### src/rtl/hs_pkg.sv
package hs_pkg;

  typedef enum logic [1:0] {
    HM_BASIC = 2'd0,
    HM_SIN   = 2'd1,
    HM_SOUT  = 2'd2,
    HM_STRI  = 2'd3
  } hs_mode_t;

  // mode_sel = {float, direction, strobed}
  function automatic hs_mode_t decode_mode(input logic [2:0] sel);
    hs_mode_t m;
    if (!sel[0])      m = HM_BASIC;
    else if (!sel[1]) m = HM_SIN;
    else if (!sel[2]) m = HM_SOUT;
    else              m = HM_STRI;
    return m;
  endfunction

  function automatic logic is_out_mode(input hs_mode_t m);
    return (m == HM_SOUT) || (m == HM_STRI);
  endfunction

  // Buffer-full pin: active high in input mode, active low in output modes
  function automatic logic full_to_pin(input hs_mode_t m, input logic full);
    logic p;
    case (m)
      HM_SIN:  p = full;
      HM_SOUT: p = ~full;
      HM_STRI: p = ~full;
      default: p = 1'b0;
    endcase
    return p;
  endfunction

  // Inverse of full_to_pin, used by the pin override
  function automatic logic pin_to_full(input hs_mode_t m, input logic pin);
    return (m == HM_SIN) ? pin : ~pin;
  endfunction

endpackage

### src/rtl/hs_sync.sv
module hs_sync #(
  parameter int STAGES = 2
) (
  input  logic clk,
  input  logic rst_n,
  input  logic async_n,
  output logic level,
  output logic fell,
  output logic rose
);
  localparam int LAST = STAGES - 1;

  logic [STAGES-1:0] chain;
  logic              prev;

  generate
    for (genvar g = 0; g < STAGES; g++) begin : g_stage
      if (g == 0) begin : g_first
        always_ff @(posedge clk or negedge rst_n) begin
          if (!rst_n) chain[0] <= 1'b1;
          else        chain[0] <= async_n;
        end
      end else begin : g_next
        always_ff @(posedge clk or negedge rst_n) begin
          if (!rst_n) chain[g] <= 1'b1;
          else        chain[g] <= chain[g-1];
        end
      end
    end
  endgenerate

  always_ff @(posedge clk or negedge rst_n) begin
    if (!rst_n) prev <= 1'b1;
    else        prev <= chain[LAST];
  end

  assign level = chain[LAST];
  assign fell  = prev & ~chain[LAST];
  assign rose  = ~prev & chain[LAST];

  assert_one_edge_R2: assert property (@(posedge clk) disable iff (!rst_n)
    fell |=> !fell);

endmodule

### src/rtl/hs_flags.sv
module hs_flags
  import hs_pkg::*;
(
  input  logic     clk,
  input  logic     rst_n,
  input  logic     mode_wr,
  input  logic [2:0] mode_sel,
  input  logic     irq_en,
  input  logic     rd_done,
  input  logic     wr_done,
  input  logic     pb6_wr,
  input  logic     pb6_val,
  input  logic     lead_ev,
  input  logic     trail_ev,
  output hs_mode_t mode,
  output logic     full,
  output logic     irq
);

  hs_mode_t next_mode;
  assign next_mode = decode_mode(mode_sel);

  always_ff @(posedge clk or negedge rst_n) begin
    if (!rst_n) begin
      mode <= HM_BASIC;
      full <= 1'b0;
      irq  <= 1'b0;
    end else if (mode_wr) begin
      mode <= next_mode;
      full <= 1'b0;
      irq  <= is_out_mode(next_mode) ? irq_en : 1'b0;
    end else begin
      case (mode)
        HM_SIN: begin
          if (rd_done)  begin full <= 1'b0; irq <= 1'b0; end
          if (lead_ev)  full <= 1'b1;
          if (trail_ev) irq  <= 1'b1;
        end
        HM_SOUT, HM_STRI: begin
          if (lead_ev)  full <= 1'b0;
          if (wr_done)  begin full <= 1'b1; irq <= 1'b0; end
          if (trail_ev) irq  <= 1'b1;
        end
        default: ;
      endcase
      if (pb6_wr && (mode != HM_BASIC)) full <= pin_to_full(mode, pb6_val);
    end
  end

  assert_rd_clears_R4: assert property (@(posedge clk) disable iff (!rst_n)
    (mode == HM_SIN && rd_done && !lead_ev && !trail_ev && !pb6_wr && !mode_wr)
      |=> (!full && !irq));

  assert_wr_loads_R5: assert property (@(posedge clk) disable iff (!rst_n)
    (is_out_mode(mode) && wr_done && !trail_ev && !pb6_wr && !mode_wr)
      |=> (full && !irq));

  assert_trail_irq_R6: assert property (@(posedge clk) disable iff (!rst_n)
    (mode != HM_BASIC && trail_ev && !mode_wr) |=> irq);

  assert_basic_still_R9: assert property (@(posedge clk) disable iff (!rst_n)
    (mode == HM_BASIC && !mode_wr) |=> $stable(irq));

endmodule

### src/rtl/hs_porta.sv
module hs_porta
  import hs_pkg::*;
#(
  parameter int WIDTH = 8
) (
  input  logic             clk,
  input  logic             rst_n,
  input  hs_mode_t         mode,
  input  logic             trail_ev,
  input  logic             ack_level_n,
  input  logic [WIDTH-1:0] dir,
  input  logic [WIDTH-1:0] out_latch,
  input  logic [WIDTH-1:0] pins_in,
  output logic [WIDTH-1:0] oe,
  output logic [WIDTH-1:0] pins_out,
  output logic [WIDTH-1:0] rd_data
);

  logic [WIDTH-1:0] cap;
  logic             capture;

  assign capture = (mode == HM_SIN) && trail_ev;

  always_ff @(posedge clk or negedge rst_n) begin
    if (!rst_n)       cap <= '0;
    else if (capture) cap <= pins_in;
  end

  always_comb begin
    oe = dir;
    if (mode == HM_STRI && ack_level_n) oe = '0;
  end

  assign pins_out = out_latch;

  generate
    for (genvar b = 0; b < WIDTH; b++) begin : g_rd
      assign rd_data[b] = (mode == HM_SIN) ? cap[b]
                        : (dir[b] ? out_latch[b] : pins_in[b]);
    end
  endgenerate

  assert_capture_R3: assert property (@(posedge clk) disable iff (!rst_n)
    capture |=> (cap == $past(pins_in)));

  assert_float_R8: assert property (@(posedge clk) disable iff (!rst_n)
    (mode == HM_STRI && ack_level_n) |-> (oe == '0));

endmodule

### src/rtl/hs_port_ctrl.sv
module hs_port_ctrl
  import hs_pkg::*;
#(
  parameter int WIDTH       = 8,
  parameter int SYNC_STAGES = 2
) (
  input  logic             clk,
  input  logic             rst_n,
  input  logic             mode_wr,
  input  logic [2:0]       mode_sel,
  input  logic             irq_en,
  input  logic             pa_byte_rd_done,
  input  logic             pa_byte_wr_done,
  input  logic             pb6_bit_wr,
  input  logic             pb6_bit_val,
  input  logic             hs_strobe_n,
  input  logic [WIDTH-1:0] pa_dir,
  input  logic [WIDTH-1:0] pa_out_latch,
  input  logic [WIDTH-1:0] pa_pins_in,
  output logic [WIDTH-1:0] pa_oe,
  output logic [WIDTH-1:0] pa_pins_out,
  output logic [WIDTH-1:0] pa_rd_data,
  output logic             buf_full_pin,
  output logic             intr,
  output logic             irq_poll
);

  logic     hs_level_n;
  logic     lead_ev;
  logic     trail_ev;
  hs_mode_t mode;
  logic     full;
  logic     irq;

  hs_sync #(.STAGES(SYNC_STAGES)) u_sync (
    .clk     (clk),
    .rst_n   (rst_n),
    .async_n (hs_strobe_n),
    .level   (hs_level_n),
    .fell    (lead_ev),
    .rose    (trail_ev)
  );

  hs_flags u_flags (
    .clk      (clk),
    .rst_n    (rst_n),
    .mode_wr  (mode_wr),
    .mode_sel (mode_sel),
    .irq_en   (irq_en),
    .rd_done  (pa_byte_rd_done),
    .wr_done  (pa_byte_wr_done),
    .pb6_wr   (pb6_bit_wr),
    .pb6_val  (pb6_bit_val),
    .lead_ev  (lead_ev),
    .trail_ev (trail_ev),
    .mode     (mode),
    .full     (full),
    .irq      (irq)
  );

  hs_porta #(.WIDTH(WIDTH)) u_porta (
    .clk         (clk),
    .rst_n       (rst_n),
    .mode        (mode),
    .trail_ev    (trail_ev),
    .ack_level_n (hs_level_n),
    .dir         (pa_dir),
    .out_latch   (pa_out_latch),
    .pins_in     (pa_pins_in),
    .oe          (pa_oe),
    .pins_out    (pa_pins_out),
    .rd_data     (pa_rd_data)
  );

  assign buf_full_pin = full_to_pin(mode, full);
  assign irq_poll     = irq;
  assign intr         = irq & irq_en & (mode != HM_BASIC);

  assert_gate_R7: assert property (@(posedge clk) disable iff (!rst_n)
    !irq_en |-> !intr);

  assert_basic_low_R9: assert property (@(posedge clk) disable iff (!rst_n)
    (mode == HM_BASIC) |-> (!intr && !buf_full_pin));

  assert_override_R10: assert property (@(posedge clk) disable iff (!rst_n)
    (pb6_bit_wr && !mode_wr && mode != HM_BASIC) |=> (buf_full_pin == $past(pb6_bit_val)));

endmodule

### config.mk
export PLATFORM = sky130hd
export DESIGN_NAME = hs_port_ctrl
export DESIGN_NICKNAME = d
export VERILOG_FILES = /design/src/rtl/hs_pkg.sv /design/src/rtl/hs_sync.sv /design/src/rtl/hs_flags.sv /design/src/rtl/hs_porta.sv /design/src/rtl/hs_port_ctrl.sv
export SDC_FILE = /design/constraint.sdc
export NUM_CORES = 1
export LEC_CHECK = 0
export BUFFER_PORTS_ARGS = -buffer_cell sky130_fd_sc_hd__buf_2
export CORE_UTILIZATION = 26
export CTS_CLUSTER_DIAMETER = 100
export DETAILED_ROUTE_END_ITERATION = 8
export PLACE_DENSITY = 0.61
export SETUP_SLACK_MARGIN = 0.2
export SLEW_MARGIN = 20
export SYNTH_ARGS = -nofsm -noshare
export SYNTH_HDL_FRONTEND = slang
export SYNTH_SLANG_ARGS = --single-unit
### constraint.sdc
create_clock -name clk -period 2.6 [get_ports clk]
set_input_delay 0.26 -clock clk [delete_from_list [all_inputs] [get_ports clk]]
set_output_delay 0.26 -clock clk [all_outputs]
set_load 0.02 [all_outputs]
; After elaboration in Yosys (flattened, before gate mapping)
; Index checks and enable logic that the tools add are counted.
[totals]
elab_cells = 69
romBits = 0
reg_bits = 15
mem_count = 0
out_inout_bits = 27
ram_bits = 0
input_bits = 36
latch_bits = 0
[op_classes]
n_reduce_logical = 10
div_mod_pow = 0
mul = 0
n_addsub = 0
n_eq_ne = 9
muxes = 35
bitwise = 8
order_cmp = 0
n_shift = 0
[ops]
columns = op, count
row1 = 1-bit two-way mux, 29
row2 = 2-bit == test (second input constant), 4
row3 = 8-bit two-way mux, 1
row4 = 1-bit case mux with 2 select lines, 3
row5 = 3-bit AND reduction, 2
row6 = 5-bit by 1-bit inequality test with 1-bit output (second input constant), 1
row7 = 5-bit by 4-bit inequality test with 1-bit output (second input constant), 1
row8 = 1-bit AND, 4
row9 = 2-bit two-way mux, 2
row10 = 4-bit by 1-bit inequality test with 1-bit output (second input constant), 1
row11 = 4-bit by 3-bit inequality test with 1-bit output (second input constant), 1
row12 = 1-bit inverter, 4
row13 = 4-bit nonzero test, 1
row14 = 1-bit logical AND, 3
row15 = 3-bit nonzero test, 1
row16 = 2-bit by 1-bit == test with 1-bit output (second input constant), 1
row17 = 2-bit nonzero test, 1
row18 = 2-bit OR reduction, 1
row19 = 1-bit logical OR, 1

; Logic depth before layout (Yosys ltp)
; Gate-level depths: netlist (run 1).
[depth]
depth_word = 7
ltp_mapped = 5

; Cells and area by module
; A second synthesis (run 1) with hierarchy kept.
[unflattened]
hier_cells = 91
hier_area_um2 = 1023.5
[modules_own_cells]
columns = mod, cells_per_inst, area_each_um2, instances, seq_area_each_um2
row1 = hs_porta, 52, 653.1, 1, 200.2
row2 = hs_flags, 31, 252.7, 1, 100.1
row3 = hs_sync, 5, 93.8, 1, 78.8
row4 = hs_port_ctrl, 3, 23.8, 1, 0.0

; Least setup slack after synthesis (run 1)
; OpenSTA, ideal clock, no wires.
[synth_timing]
path_kind = register to output
startpoint = register u_flags.mode[0]
endpoint = output port pa_rd_data[0]
n_path_buf = 1
stages_incl_launch_ff = 5
path_slack_ps = 1078
t_arrival_ps = 1262
path_cell_list = dfrtp_1 inv_2 nor2_1 buf_4 o21ai_0
[synth_via]
elab_chain_len = 2
[synth_rtl]
columns = item, line
row1 = from (decl), hs_flags.sv:15  ; output hs_mode_t mode,
row2 = from (signal assigned), hs_flags.sv:29  ; mode <= next_mode;
row3 = 2-bit by 1-bit == test with 1-bit output, hs_porta.sv:38  ; assign rd_data[b] = (mode == HM_SIN) ? cap[b]
row4 = 1-bit two-way mux, hs_porta.sv:38
row5 = to (decl), hs_port_ctrl.sv:22  ; output logic [WIDTH-1:0] pa_rd_data,
; No other way between the ends.

; Worst setup path in the final report (run 1)
[layout_timing]
startpoint = register u_flags.mode[1]
endpoint = output port pa_rd_data[7]
; The elaborated chain is that of the path after synthesis.

==> results of run 1 <==
## sequential cells by signal, summed over array words and instances, names as in the netlist
| name | flops |
|---|---|
| u_flags.full | 1 |
| u_flags.irq | 1 |
| u_flags.mode | 2 |
| u_porta.cap | 8 |
| u_sync.chain | 1 |
| u_sync.level | 1 |
| u_sync.prev | 1 |
## worst max path at each step
stage,start,endpoint,slack (ns),depth (start not counted)
finish,u_flags.mode[1]$_DFFE_PN0P_,pa_rd_data[7],0.79,4
global route,u_flags.mode[1]$_DFFE_PN0P_,pa_rd_data[7],0.67,4
CTS,u_flags.mode[1]$_DFFE_PN0P_,pa_rd_data[7],0.76,4
detailed placement,u_sync.level$_DFF_PN1_,u_porta.cap[1]$_DFFE_PN0P_,1.03,3
global placement,u_flags.mode[1]$_DFFE_PN0P_,pa_rd_data[7],1.09,4
floorplan,u_flags.mode[0]$_DFFE_PN0P_,pa_rd_data[0],1.08,4
## synth_stat cells (all sizes together)
cell,count
dfrtp,12
o21ai,12
buf,11
nand2,11
and2,9
mux2,9
mux2i,8
nor2,5
inv,4
dfstp,3
nor4,3
a21oi,2
nand3,2
nor3,2
a2111oi,1
a21boi,1
a31oi,1
nand2b,1
nand4,1
nor2b,1
o211ai,1
o31ai,1
## layer usage
layer / global-route usage (%) / wire length, um
met5: 0 / 0
met3: 2.37 / 174
met4: 7.85 / 57
met1: 13.1 / 981
met2: 20.5 / 1050
## where the power goes
group	internal, mW	switching, mW
Combinational	0.106	0.127
Sequential	0.282	0.0296
Clock	0.106	0.0808
Total	0.494	0.238
## layout by cell type, fill, tap and decap left out, types with 2 or more instances in the layout
cell type / netlist / layout
nand2_1: 11 / 11
nand3_1: 2 / 2
nor4_1: 2 / 2
buf_2: 1 / 62
and2_1: 9 / 9
nor2_1: 5 / 5
dfstp_2: 3 / 3
inv_1: 3 / 3
mux2_2: 8 / 8
mux2i_1: 8 / 8
clkbuf_8: 0 / 3
a21oi_1: 2 / 2
dfrtp_1: 12 / 12
o21ai_0: 12 / 12
## cell type report
cell class	count	area (um^2)
fill	361	2130
multi-input combinational	71	488
sequential	15	379
timing repair buffer	64	328
tap	46	57.6
clock buffer	3	41.3
inverter	4	15.0
clock inverter	1	5.00
## kinds of logic (layout without fill, tap and decap cells)
kind of cell / Yosys count / count (layout) / share of synthesized area, %
buf+inv: 15 / 72 / 9.88
simple gates: 35 / 35 / 20.7
mux: 17 / 17 / 18.9
flops: 15 / 15 / 39.4
compound gates: 19 / 19 / 11.2
## timing repair
item / in CTS / in global routing
hold buffers: 1 / 0
setup buffers: 0 / 0
gates resized for setup: 0 / 0
endpoints found under the hold margin: 12 / 0
==> run summary, run 1 <==
Antenna Nets Post-Route: 0
clock skew after layout: 0.000969 ns
total gr overflow: 0
critical path's slowest cell: dfrtp_1
Cells after DPL: 199
status: complete, no violations
number of global-route vias before repair: 802
io pins: 63
CP bufs+invs: 2
die height: 62.8 um
GRT Util Overall: 11.9%
initial core utilization: 28.0%
row count: 21
# diodes: 0
synth top area cells: dfrtp_1 (31%), mux2_2 (9.4%), mux2i_1 (8.3%)
P&R area growth vs syn: 36.5%
CTS tree: built
share of post-route cells with drive strength above 1: 51.9%
Core ar.: 3440 um^2
family with the most delay on the worst path: flip-flops
chip width: 62.8 um
Synthesized Nets: 137
Finished Core Util: 38.2%
Worst R2R Start: u_sync.level$_DFF_PN1_
Slew HR: 73.6%
RSZ-0062 raised after global routing: false
critical-path cell list: nor2_1 -> buf_4 -> o21ai_0 -> buf_2
Nets: 195
Place WS: 1.03 ns
leading area contributor after synthesis: dfrtp_1
Pwr per Cell Area: 556 nW/um^2
arrival time worst endpoint: 1.55 ns
Critical Path Start Type: register
Iter 0 DRT Violations: 19
Synth cell types: 27
Hold EP: u_sync.chain[0]$_DFF_PN1_
Worst Path Required: 2.34 ns
Largest stage delay, worst path: 0.56 ns
Final Slew Violations: 0
Slew @ Worst Pin: 0.394 ns
Clock transition at path regs: 0.06 ns
Synth top area share: 31.2%
Period minus WS final: 1.81 ns
drt via density: 4.65
Placed Area: 1260 um^2
max cap viols: 0
share of the yosys chip area belonging to registers: 39.4%
PnR worst setup slack: 0.788 ns
Syn Std Cell Area: 962 um^2
YS warnings: 0
Syn Inst Count: 101
reg2reg path depth: 3
Avg WL per Cell: 11.1 um
Residual DRC: 0
CP max FO: 16
Setup violations, final: 0
leakage: 0.653 nW
post-route cell area: 1310 um^2
total CTS buffers: 3
setup total negative slack: 0 ns
Worst setup EP type: output port
routed wire length: 2260 um
Post-Layout Cell Count: 204
HPWL after detailed placement: 1840 um
#FFs+latches synth: 15
I/O Buffers: 62
worst hold slack: 0.118 ns
Hold Path Cell Cnt: 1
hold crit path type: input port to register
Via Count: 948
CTS Root Cell: clkbuf_8
H-tree depth: 1
worst hold start: hs_strobe_n
RD Place Congestion: 0.812
Final period util: 69.7%
Clock Sinks: 15
synthesized area per cell: 9.53 um^2
count of final hold-check violations: 0
Max IR drop VDD: 0.000196 V
drt pass-1 iters: 3
global-route wire length before repair: 3620 um
largest net degree at the start of global routing: 17
critical path type: register to output port
initial antenna violation count: 0
Worst-Skew Late Latency: 0.25 ns
Longest Clk Path Bufs: 2
max frequency: 552 MHz
Power Total: 0.731 mW
die area: 3950 um^2
reg-to-reg slack, setup: 1.05 ns
r2r endpoint: u_porta.cap[1]$_DFFE_PN0P_
Power figures use the tool's default switching activity.
==> inputs of run 2 (changes only) <==
==> constraint.sdc (replaced) <==
create_clock -name clk -period 1.8 [get_ports clk]
set_input_delay 0.18 -clock clk [delete_from_list [all_inputs] [get_ports clk]]
set_output_delay 0.18 -clock clk [all_outputs]
set_load 0.02 [all_outputs]
==> run 2 against run 1 <==
Via count grew 1.1%; total power grew 48%; cell count increased by 3.4%; largest cell class unchanged; sequential power rose by 44%; critical path type is now register to register; critical endpoint is now u_porta.cap[3]$_DFFE_PN0P_.
==> run summary, run 2 (synthesis results as in run 1) <==
CP max FO: 8 (-8)
Critical Path Start Type: register
share of post-route cells with drive strength above 1: 56.4% (+4.5 points)
I/O Buffers: 62 (unchanged)
global-route wire length before repair: 3610 um (-0.19%)
max reg flops: 8 (unchanged)
largest net degree at the start of global routing: 18 (+1)
# diodes: 0 (unchanged)
Worst-Skew Late Latency: 0.24 ns (about the same)
clock skew after layout: 0.000562 ns (-0.000407 ns)
die area: 3950 um^2 (unchanged)
max cap viols: 0 (unchanged)
CP bufs+invs: 1 (-1)
Largest stage delay, worst path: 0.59 ns (+0.03 ns)
Longest Clk Path Bufs: 2 (unchanged)
H-tree depth: 1 (unchanged)
Power Total: 1.08 mW (+48%)
Final period util: 86.4%
P&R area growth vs syn: 45.6%
RSZ-0062 raised after global routing: false
max frequency: 643 MHz
reg-to-reg slack, setup: 0.25 ns (-0.80 ns)
arrival time worst endpoint: 1.68 ns (+0.13 ns)
die height: 62.8 um (unchanged)
RD Place Congestion: 0.773 (-4.9%)
reg2reg path depth: 4 (+1)
CTS Root Cell: clkbuf_8
chip width: 62.8 um (unchanged)
Levels on crit path: 4 (unchanged)
Core ar.: 3440 um^2 (unchanged)
Slew @ Worst Pin: 0.321 ns (-0.0736 ns)
critical path's slowest cell: dfstp_2
row count: 21 (unchanged)
drt pass-1 iters: 4 (+1)
hold crit path type: input port to register
total CTS buffers: 3 (unchanged)
Pwr per Cell Area: 774 nW/um^2 (+39%)
initial antenna violation count: 0 (unchanged)
Setup violations, final: 0 (unchanged)
status: complete, no violations
Residual DRC: 0 (unchanged)
Worst setup EP type: register
Antenna Nets Post-Route: 0 (unchanged)
Clock transition at path regs: 0.06 ns (about the same)
total gr overflow: 0 (unchanged)
Hold Path Cell Cnt: 1 (unchanged)
critical path type: register to register
family with the most delay on the worst path: flip-flops
biggest regs: u_porta.cap (8), u_flags.mode (2)
Period minus WS final: 1.55 ns
Max IR drop VDD: 0.000270 V (+38%)
Via Count: 958 (+1.1%)
most frequent cells in the layout: buf_2 (61), nand2_1 (11), o21ai_0 (11), dfrtp_1 (11), and2_1 (9)
routed wire length: 2360 um (+4.2%)
critical-path cell list: nand2b_1 -> nor3_4 -> buf_12 -> mux2_2
Iter 0 DRT Violations: 26 (+7)
drt via density: 4.54 (-2.3%)
Worst Path Required: 1.92 ns (-0.42 ns)
leakage: 0.693 nW (+6.1%)
HPWL after detailed placement: 1870 um (+1.5%)
CTS tree: built
GRT Util Overall: 11.6% (-0.31 points)
io pins: 63 (unchanged)
Largest Register: u_porta.cap
initial core utilization: 28.0% (unchanged)
count of final hold-check violations: 0 (unchanged)
Avg WL per Cell: 11.2 um (+0.79%)
Clock Sinks: 15 (unchanged)
Worst R2R Start: u_sync.level$_DFF_PN1_
Hold EP: u_sync.chain[0]$_DFF_PN1_
r2r endpoint: u_porta.cap[3]$_DFFE_PN0P_
commonest non-fill, non-tap cell in the layout: buf_2
Slew HR: 78.1% (+4.4 points)
number of global-route vias before repair: 817 (+1.9%)
setup total negative slack: 0 ns (unchanged)
Final Slew Violations: 0 (unchanged)
Nets: 202 (+3.6%)
worst hold start: hs_strobe_n
## run 2: how the worst max path moves through the flow
| stage | start | to | slack (ns) |
|---|---|---|---|
| 6_report | u_sync.level$_DFF_PN1_ | u_porta.cap[3]$_DFFE_PN0P_ | 0.25 |
| 5_1_grt | u_sync.level$_DFF_PN1_ | pa_oe[0] | 0.20 |
| 4_1_cts | u_sync.level$_DFF_PN1_ | u_porta.cap[3]$_DFFE_PN0P_ | 0.19 |
| 3_5_place_dp | u_sync.level$_DFF_PN1_ | u_porta.cap[3]$_DFFE_PN0P_ | 0.22 |
| 3_3_place_gp | u_sync.level$_DFF_PN1_ | u_porta.cap[5]$_DFFE_PN0P_ | 0.31 |
| 2_1_floorplan | u_sync.level$_DFF_PN1_ | u_flags.full$_DFFE_PN0P_ | 0.35 |
## run 2: report_power, final
group / internal [mW] / switching (mW)
Clock: 0.153 / 0.111
Combinational: 0.176 / 0.197
Sequential: 0.408 / 0.0397
## run 2: cell type report
cell class	count	area [um^2]
multi-input combinational	71	503
timing repair buffer	71	399
clock inverter	1	5.00
sequential	15	380
inverter	4	15.0
clock buffer	3	41.3
fill	347	2040
tap	46	57.6
## run 2: metal layers
layer	vias up	global-route usage, %	routed length (um)
met5	-	0	0
met4	0	6.98	34
met3	2	2.92	212
met2	54	20.0	1180
met1	431	12.6	929
li1	471	-	-
## run 2: stage by stage
step / util [%] / hold slack (ns) / cells / area (um^2) / setup WS (ns)
CTS: 39.2 / 0.0302 / 207 / 1350 / 0.194
global placement: 36.5 / 0.0998 / 199 / 1260 / 0.306
finish: 40.7 / 0.0367 / 211 / 1400 / 0.245
global route: 40.7 / 0.0294 / 211 / 1400 / 0.200
detailed placement: 36.5 / 0.100 / 199 / 1260 / 0.217
floorplan: - / -0.116 / 101 / 962 / 0.355
## run 2: timing repair
item,4_1_cts,5_1_grt
setup buffers,3,4
setup endpoints to repair,10,20
hold buffers,1,0
endpoints found under the hold margin,12,0
resized for setup,5,2
pin swaps,0,1
